## src/rtl/scanseq_pkg.sv

```systemverilog
package scanseq_pkg;

  typedef struct packed {
    logic       unipolar;
    logic [1:0] gain;
    logic [3:0] chan;
  } scan_entry_t;

  localparam int unsigned ENTRY_W = $bits(scan_entry_t);

  // byte addresses of the register port
  localparam logic [3:0] A_CTRL_FIFO = 4'h0;
  localparam logic [3:0] A_STATUS    = 4'h2;
  localparam logic [3:0] A_LIST      = 4'h6;
  localparam logic [3:0] A_REWIND    = 4'hC;
  localparam logic [3:0] A_MODE      = 4'hE;

  // control word fields
  localparam int unsigned C_TRIG_ARM  = 15;
  localparam int unsigned C_GATE_SCAN = 13;
  localparam int unsigned C_GATE_CONV = 12;

  // mode fields
  localparam int unsigned M_SCAN    = 3;
  localparam int unsigned M_EOS_IRQ = 1;
  localparam int unsigned M_EOC_IRQ = 0;

  // status fields
  localparam int unsigned S_BUSY  = 15;
  localparam int unsigned S_EOS   = 13;
  localparam int unsigned S_OVF   = 3;
  localparam int unsigned S_FULL  = 2;
  localparam int unsigned S_EMPTY = 1;

endpackage

```

## src/rtl/scanseq_list_ram.sv

```systemverilog
module scanseq_list_ram
  import scanseq_pkg::*;
#(
  parameter int unsigned IDX_W = 4
) (
  input  logic             clk,
  input  logic             rst_n,
  input  logic             wr_en,
  input  logic [IDX_W-1:0] wr_idx,
  input  scan_entry_t      wr_entry,
  input  logic [IDX_W-1:0] rd_idx,
  output scan_entry_t      rd_entry
);

  localparam int unsigned DEPTH = 1 << IDX_W;

  scan_entry_t slot_q [DEPTH];

  for (genvar g = 0; g < DEPTH; g++) begin : g_slot
    logic hit;
    assign hit = wr_en && (wr_idx == IDX_W'(g));
    always_ff @(posedge clk or negedge rst_n) begin
      if (!rst_n)   slot_q[g] <= '0;
      else if (hit) slot_q[g] <= wr_entry;
    end
  end

  assign rd_entry = slot_q[rd_idx];

endmodule

```

## src/rtl/scanseq_pointer.sv

```systemverilog
module scanseq_pointer #(
  parameter int unsigned IDX_W = 4
) (
  input  logic             clk,
  input  logic             rst_n,
  input  logic             load,
  input  logic [IDX_W-1:0] load_idx,
  input  logic             step,
  input  logic [IDX_W-1:0] first,
  input  logic [IDX_W-1:0] last,
  output logic [IDX_W-1:0] ptr,
  output logic             at_last
);

  logic [IDX_W-1:0] ptr_q, ptr_d;

  assign at_last = (ptr_q == last);

  always_comb begin
    ptr_d = ptr_q;
    if (load)      ptr_d = load_idx;
    else if (step) ptr_d = at_last ? first : ptr_q + 1'b1;
  end

  always_ff @(posedge clk or negedge rst_n) begin
    if (!rst_n) ptr_q <= '0;
    else        ptr_q <= ptr_d;
  end

  assign ptr = ptr_q;

endmodule

```

## src/rtl/scanseq_fifo.sv

```systemverilog
module scanseq_fifo #(
  parameter int unsigned WIDTH = 16,
  parameter int unsigned DEPTH = 16
) (
  input  logic             clk,
  input  logic             rst_n,
  input  logic             push,
  input  logic [WIDTH-1:0] din,
  input  logic             pop,
  output logic [WIDTH-1:0] dout,
  output logic             full,
  output logic             empty
);

  localparam int unsigned AW = (DEPTH > 1) ? $clog2(DEPTH) : 1;
  localparam int unsigned CW = $clog2(DEPTH + 1);

  logic [WIDTH-1:0] mem [DEPTH];
  logic [AW-1:0]    wp_q, wp_d, rp_q, rp_d;
  logic [CW-1:0]    cnt_q, cnt_d;
  logic             do_push, do_pop;

  assign full    = (cnt_q == CW'(DEPTH));
  assign empty   = (cnt_q == '0);
  assign do_push = push && !full;
  assign do_pop  = pop && !empty;
  assign dout    = mem[rp_q];

  function automatic logic [AW-1:0] bump(input logic [AW-1:0] p);
    return (p == AW'(DEPTH - 1)) ? '0 : p + 1'b1;
  endfunction

  always_comb begin
    wp_d  = do_push ? bump(wp_q) : wp_q;
    rp_d  = do_pop  ? bump(rp_q) : rp_q;
    cnt_d = cnt_q;
    if (do_push && !do_pop)      cnt_d = cnt_q + 1'b1;
    else if (do_pop && !do_push) cnt_d = cnt_q - 1'b1;
  end

  always_ff @(posedge clk or negedge rst_n) begin
    if (!rst_n) begin
      wp_q  <= '0;
      rp_q  <= '0;
      cnt_q <= '0;
    end else begin
      wp_q  <= wp_d;
      rp_q  <= rp_d;
      cnt_q <= cnt_d;
    end
  end

  always_ff @(posedge clk) begin
    if (do_push) mem[wp_q] <= din;
  end

endmodule

```

## src/rtl/scan_list_seq.sv

```systemverilog
module scan_list_seq
  import scanseq_pkg::*;
#(
  parameter int unsigned DATA_W     = 16,
  parameter int unsigned FIFO_DEPTH = 16
) (
  input  logic              clk,
  input  logic              rst_n,
  input  logic              bus_wr,
  input  logic              bus_rd,
  input  logic [3:0]        bus_addr,
  input  logic [15:0]       bus_wdata,
  output logic [15:0]       bus_rdata,
  input  logic              conv_tick,
  input  logic              scan_tick,
  input  logic              ext_trig,
  output logic              adc_start,
  input  logic              adc_valid,
  input  logic [DATA_W-1:0] adc_data,
  output logic [3:0]        fe_chan,
  output logic [1:0]        fe_gain,
  output logic              fe_unipolar,
  output logic              eoc_pulse,
  output logic              eos_pulse,
  output logic              irq
);

  localparam int unsigned IDX_W = 4;

  // reset: asserted asynchronously, released on a clock edge
  logic [1:0] rst_sync_q;
  logic       rst_ni;
  always_ff @(posedge clk or negedge rst_n) begin
    if (!rst_n) rst_sync_q <= 2'b00;
    else        rst_sync_q <= {rst_sync_q[0], 1'b1};
  end
  assign rst_ni = rst_sync_q[1];

  // register port decode
  logic wr_ctrl, wr_list, wr_mode, rd_fifo, rd_stat, rd_rewind;
  assign wr_ctrl   = bus_wr && (bus_addr == A_CTRL_FIFO);
  assign wr_list   = bus_wr && (bus_addr == A_LIST);
  assign wr_mode   = bus_wr && (bus_addr == A_MODE);
  assign rd_fifo   = bus_rd && (bus_addr == A_CTRL_FIFO);
  assign rd_stat   = bus_rd && (bus_addr == A_STATUS);
  assign rd_rewind = bus_rd && (bus_addr == A_REWIND);

  logic unused_wdata;
  assign unused_wdata = ^{bus_wdata[14], bus_wdata[6], bus_wdata[2]};

  // control and mode state
  logic [IDX_W-1:0] first_q, first_d, last_q, last_d;
  logic gate_conv_q, gate_conv_d, gate_scan_q, gate_scan_d;
  logic trig_arm_q, trig_arm_d;
  logic scan_en_q, scan_en_d, eos_ie_q, eos_ie_d, eoc_ie_q, eoc_ie_d;

  // sequencing state
  logic busy_q, busy_d, wait_q, wait_d;
  logic eos_flag_q, eos_flag_d, eoc_flag_q, eoc_flag_d, ovf_q, ovf_d;
  logic ext_q, start_q, eoc_q, eos_q;

  // datapath links
  logic [IDX_W-1:0] ptr, eff_last, load_idx;
  logic             at_last, ptr_load;
  logic             trig_edge, accept, done, scan_done;
  logic             fifo_full, fifo_empty;
  logic [DATA_W-1:0] fifo_dout;
  scan_entry_t      cur_entry, new_entry;

  assign new_entry.unipolar = bus_wdata[7];
  assign new_entry.gain     = bus_wdata[5:4];
  assign new_entry.chan     = bus_wdata[3:0];

  assign eff_last  = scan_en_q ? last_q : first_q;
  assign trig_edge = ext_trig && !ext_q;
  assign accept    = conv_tick && gate_conv_q && !busy_q && !wait_q && !trig_arm_q;
  assign done      = adc_valid && busy_q;
  assign scan_done = done && at_last;
  assign ptr_load  = wr_ctrl || rd_rewind;
  assign load_idx  = wr_ctrl ? bus_wdata[3:0] : first_q;

  scanseq_list_ram #(.IDX_W(IDX_W)) u_list (
    .clk      (clk),
    .rst_n    (rst_ni),
    .wr_en    (wr_list),
    .wr_idx   (bus_wdata[11:8]),
    .wr_entry (new_entry),
    .rd_idx   (ptr),
    .rd_entry (cur_entry)
  );

  scanseq_pointer #(.IDX_W(IDX_W)) u_ptr (
    .clk      (clk),
    .rst_n    (rst_ni),
    .load     (ptr_load),
    .load_idx (load_idx),
    .step     (done),
    .first    (first_q),
    .last     (eff_last),
    .ptr      (ptr),
    .at_last  (at_last)
  );

  scanseq_fifo #(.WIDTH(DATA_W), .DEPTH(FIFO_DEPTH)) u_fifo (
    .clk   (clk),
    .rst_n (rst_ni),
    .push  (done),
    .din   (adc_data),
    .pop   (rd_fifo),
    .dout  (fifo_dout),
    .full  (fifo_full),
    .empty (fifo_empty)
  );

  // next-state logic
  always_comb begin
    first_d     = first_q;
    last_d      = last_q;
    gate_conv_d = gate_conv_q;
    gate_scan_d = gate_scan_q;
    trig_arm_d  = trig_arm_q;
    if (wr_ctrl) begin
      first_d     = bus_wdata[3:0];
      last_d      = bus_wdata[11:8];
      gate_conv_d = bus_wdata[C_GATE_CONV];
      gate_scan_d = bus_wdata[C_GATE_SCAN];
      trig_arm_d  = bus_wdata[C_TRIG_ARM];
    end else if (trig_edge) begin
      trig_arm_d  = 1'b0;
    end

    scan_en_d = wr_mode ? bus_wdata[M_SCAN]    : scan_en_q;
    eos_ie_d  = wr_mode ? bus_wdata[M_EOS_IRQ] : eos_ie_q;
    eoc_ie_d  = wr_mode ? bus_wdata[M_EOC_IRQ] : eoc_ie_q;

    busy_d = busy_q;
    if (accept)    busy_d = 1'b1;
    else if (done) busy_d = 1'b0;

    wait_d = wait_q;
    if (wr_ctrl)                       wait_d = bus_wdata[C_GATE_SCAN];
    else if (rd_rewind)                wait_d = gate_scan_q;
    else if (scan_done && gate_scan_q) wait_d = 1'b1;
    else if (scan_tick)                wait_d = 1'b0;

    eos_flag_d = eos_flag_q;
    if (scan_done)    eos_flag_d = 1'b1;
    else if (rd_stat) eos_flag_d = 1'b0;

    eoc_flag_d = eoc_flag_q;
    if (done)         eoc_flag_d = 1'b1;
    else if (rd_stat) eoc_flag_d = 1'b0;

    ovf_d = ovf_q;
    if (done && fifo_full) ovf_d = 1'b1;
    else if (rd_stat)      ovf_d = 1'b0;
  end

  // registers
  always_ff @(posedge clk or negedge rst_ni) begin
    if (!rst_ni) begin
      first_q     <= '0;
      last_q      <= '0;
      gate_conv_q <= 1'b0;
      gate_scan_q <= 1'b0;
      trig_arm_q  <= 1'b0;
      scan_en_q   <= 1'b0;
      eos_ie_q    <= 1'b0;
      eoc_ie_q    <= 1'b0;
      busy_q      <= 1'b0;
      wait_q      <= 1'b0;
      eos_flag_q  <= 1'b0;
      eoc_flag_q  <= 1'b0;
      ovf_q       <= 1'b0;
      ext_q       <= 1'b0;
      start_q     <= 1'b0;
      eoc_q       <= 1'b0;
      eos_q       <= 1'b0;
    end else begin
      first_q     <= first_d;
      last_q      <= last_d;
      gate_conv_q <= gate_conv_d;
      gate_scan_q <= gate_scan_d;
      trig_arm_q  <= trig_arm_d;
      scan_en_q   <= scan_en_d;
      eos_ie_q    <= eos_ie_d;
      eoc_ie_q    <= eoc_ie_d;
      busy_q      <= busy_d;
      wait_q      <= wait_d;
      eos_flag_q  <= eos_flag_d;
      eoc_flag_q  <= eoc_flag_d;
      ovf_q       <= ovf_d;
      ext_q       <= ext_trig;
      start_q     <= accept;
      eoc_q       <= done;
      eos_q       <= scan_done;
    end
  end

  // read mux
  logic [15:0] status_word;
  always_comb begin
    status_word          = '0;
    status_word[S_BUSY]  = busy_q;
    status_word[S_EOS]   = eos_flag_q;
    status_word[S_OVF]   = ovf_q;
    status_word[S_FULL]  = fifo_full;
    status_word[S_EMPTY] = fifo_empty;
  end

  always_comb begin
    bus_rdata = '0;
    if (bus_rd) begin
      case (bus_addr)
        A_CTRL_FIFO: bus_rdata = 16'(fifo_dout);
        A_STATUS:    bus_rdata = status_word;
        default:     bus_rdata = '0;
      endcase
    end
  end

  assign adc_start   = start_q;
  assign fe_chan     = cur_entry.chan;
  assign fe_gain     = cur_entry.gain;
  assign fe_unipolar = cur_entry.unipolar;
  assign eoc_pulse   = eoc_q;
  assign eos_pulse   = eos_q;
  assign irq         = (eos_ie_q && eos_flag_q) || (eoc_ie_q && eoc_flag_q);

endmodule

```

## config.mk

```make
export PLATFORM = sky130hd
export DESIGN_NAME = scan_list_seq
export DESIGN_NICKNAME = d
export VERILOG_FILES = /design/src/rtl/scanseq_pkg.sv /design/src/rtl/scanseq_list_ram.sv /design/src/rtl/scanseq_pointer.sv /design/src/rtl/scanseq_fifo.sv /design/src/rtl/scan_list_seq.sv
export SDC_FILE = /design/constraint.sdc
export NUM_CORES = 1
export LEC_CHECK = 0
export BUFFER_PORTS_ARGS = -buffer_cell sky130_fd_sc_hd__buf_2
export CAP_MARGIN = 30
export CORE_AREA = 8 8 188 190
export CTS_CLUSTER_DIAMETER = 100
export CTS_CLUSTER_SIZE = 30
export DETAILED_ROUTE_END_ITERATION = 6
export DIE_AREA = 0 0 196 198
export PLACE_DENSITY = 0.8
export SYNTH_ARGS = -nofsm -noshare
export SYNTH_HDL_FRONTEND = slang
export SYNTH_HIERARCHICAL = 1
export SYNTH_SLANG_ARGS = --single-unit
export TNS_END_PERCENT = 10
```

## constraint.sdc

```tcl
create_clock -name clk -period 5.2 [get_ports clk]
set_clock_uncertainty 0.15 [all_clocks]
set_input_delay 0 -clock clk [delete_from_list [all_inputs] [get_ports clk]]
set_output_delay 0 -clock clk [all_outputs]
set_load 0.03 [all_outputs]
```

==> impl_results.md <==
* Run status: complete, no violations
* Initial antenna violation count at 1
* Post-Layout Cell Count at 1544
* Final hold violations at 0
* I/O Pins at 71
* RSZ-0062 raised after global routing: no
* CP delay by family, top: flip-flops
* Commonest non-fill, non-tap cell in the layout: edfxtp_1
* TritonCTS clock tree: yes
* Worst Slack Setup Final at between 1 and 1.5 ns
* DRC at 0
* Max-Cap Viols at 0
* Die X at between 150 and 200 um
* Full die area at 38800 um2
* Worst Path Buf+Inv at 1
* Port buffer count at slightly below 70
* First-pass GRT wire length at 56400 um
* Drt pass-1 iters at 4
* Final layout net count at 1181
* P_leak at approximately 7.6 nW
* Max-slew violation count at 0
* Worst slack at placement at ~1.8 ns
* Worst-margin pin slew at 1.06 ns
* Leading cell types in the layout, fill and taps excluded: edfxtp_1, dfrtp_1, mux2_2
* Mapped Cells at slightly above 1k
* Post-CTS Hold Fix Bufs at between 40 and 50
* WL/cell at 23.6 um
* Ys async rst share at between 30% and 40%
* Normalized max-slew margin at roughly 29%
* Slowest CP cell: dfrtp_1
* Synthesized area at 17400 um2
* Ys Warns at 6
* CP max stage delay at ~1.0 ns
* Power Density at 370 nW/um2
* Antenna viol nets, final at 0
* Clock Path Buffers at 3
* Max frequency at approximately 270 MHz
* Global Route Usage Sum at between 10% and 20%
* Final setup fails at 0
* Vias per cell at 6.11
* Area Growth Syn to Fin at 10.5%
* Root buffer cell: clkbuf_16
* CP cell instances: nor2b_4 -> a221oi_1 -> a22oi_1 -> nand2_1 -> a22o_1 -> buf_2
* Sequential area share after synthesis at 66.2%
* # Post-CTS Setup Buffers at 0
* Vias at 9438
* Worst setup EP type: primary output
* Total core area at between 30000 and 40000 um2
* Post-DP HPWL at between 20000 and 25000 um
* Placed insts at ~1.5k
* Die Ht at ~200 um
* Worst hold path class: flop to async pin
* Vias in the first global route at a little under 10k
* Share of post-route cells with drive strength above 1 at around 29%
* Clock transition at the registers of the reported paths at 0.11 ns
* Post-synth net total at about 1.1k
* Top FF cell, synth: edfxtp_1
* CTS Buf Count at 17
* Initial core utilization at between 50% and 60%
* Aggregate routed wire length at about 37000 um
* Post-synth cell types at 56
* CP startpoint kind: flop
* Setup CP Type: flop to primary output
* H-tree depth at 1
* Period utilization at a little under three quarters
* Later-pin clock latency in the skew report at 0.52 ns
* Post-layout min period at 3.72 ns
* Seq cells post-synth at 410
* Drt initial violations at 785
* Crit path max fanout at 32
* Largest net degree at the start of global routing at 62
* Post-Syn Area per Cell at around 17 um2
* Gpl congestion at about 0.76
* Sum Neg Setup Slack at 0 ns
* Clock Sink Count at between 400 and 500
* Row count at between 60 and 70
* CP arrival at around 3.6 ns
* Post_cts resized at 0
* Peak VDD IR at 0.340 mV
* Gr ovfl total at 0
* Post-synth EDFFs at 256
* WP data required at approximately 5.1 ns
-- per-layer routing --
layer	share of wire, %	wire length, um	GRT usage (%)	up-vias
li1	-	-	-	4169
met1	41	14900	23.9	4916
met2	51	18700	33.3	295
met3	5.4	1960	2.21	58
met4	2.5	915	5.25	0
met5	0	0	0	-
-- through the flow --
| stage | hold slack (ns) | util [%] | cell area (um2) | total power [mW] |
|---|---|---|---|---|
| floorplan | -0.446 | - | 17400 | 5.24 |
| finish | 0.0836 | 59.8 | 19300 | 7.13 |
| detailed placement | -0.362 | 56.8 | 18300 | 5.61 |
| CTS | 0.0983 | 59.8 | 19300 | 7.18 |
| global route | 0.126 | 59.8 | 19300 | 7.43 |
| global placement | -0.364 | 56.3 | 18100 | 5.55 |
-- final timing paths --
kind                                         end  slack (ns)  cells past startpoint      startpoint
worst max register to register  u_fifo/mem[1][2]        1.85                      5          busy_q
worst max-delay path                bus_rdata[3]        1.48                      6  u_fifo/rp_q[2]
worst min register to register   u_fifo/cnt_q[2]        0.08                      0   rst_sync_q[1]
min in group clk                       adc_start        0.12                      4       conv_tick
worst min-delay path             u_fifo/cnt_q[2]        0.08                      0   rst_sync_q[1]
max in group asynchronous       u_list/slot_q[2]        3.86                      2   rst_sync_q[1]
-- synth_stat cells (all sizes together), types with 19 or more instances --
| library cell | n | area share [%] |
|---|---|---|
| mux2i | 69 | 4.0 |
| mux2 | 128 | 8.5 |
| dfrtp | 154 | 22 |
| a221oi | 32 | 1.6 |
| o21ai | 30 | 0.93 |
| nor2 | 30 | 0.83 |
| edfxtp | 256 | 44 |
| nand2 | 48 | 1.0 |
| buf | 36 | 1.6 |
| clkbuf | 19 | 0.42 |
| mux4 | 60 | 8.1 |
| a22oi | 32 | 1.4 |
-- power by group --
part / switching, mW / total [mW] / leakage [nW] / internal (mW)
clock: 0.928 / 1.56 / 0.225 / 0.629
sequential: 0.250 / 3.90 / 4.37 / 3.65
combinational: 0.870 / 1.68 / 2.96 / 0.806
-- kinds of logic (layout without fill, tap and decap cells) --
family / Yosys count / after routing / synth area share [%]
compound gates: 118 / 118 / 4.99
xor+xnor: 12 / 12 / 0.603
fa+ha+maj: 12 / 12 / 0.904
buf+inv: 70 / 189 / 2.33
flops: 410 / 410 / 66.2
mux: 257 / 257 / 20.6
other cells: 1 / 2 / 0.0215
simple gates: 136 / 136 / 4.32
-- registers in the layout, indices dropped and copies added (netlist names), 2 cells and up --
register       cells
u_ptr/ptr          4
last_q             4
u_fifo/rp_q        4
u_fifo/mem       256
u_fifo/wp_q        4
first_q            4
u_list/slot_q    112
rst_sync_q         2
u_fifo/cnt_q       5
-- layout make-up --
type / instances / area (um2)
Fill cell: 2294 / 12900
Sequential cell: 410 / 11500
Multi-Input combinational cell: 536 / 5550
Timing Repair Buffer: 145 / 1120
Tap cell: 408 / 510
Clock buffer: 26 / 459
Inverter: 15 / 56.3
Clock inverter: 3 / 23.8
Antenna cell: 1 / 2.50
-- worst register-to-register path, stage by stage, from the launching register on --
cell and delay, ns:
dfrtp_1 0.49, and2_1 0.42, nor2b_2 0.51, nand2_1 0.25, nor3_2 0.85, buf_4 0.39
Power figures use the tool's default switching activity.
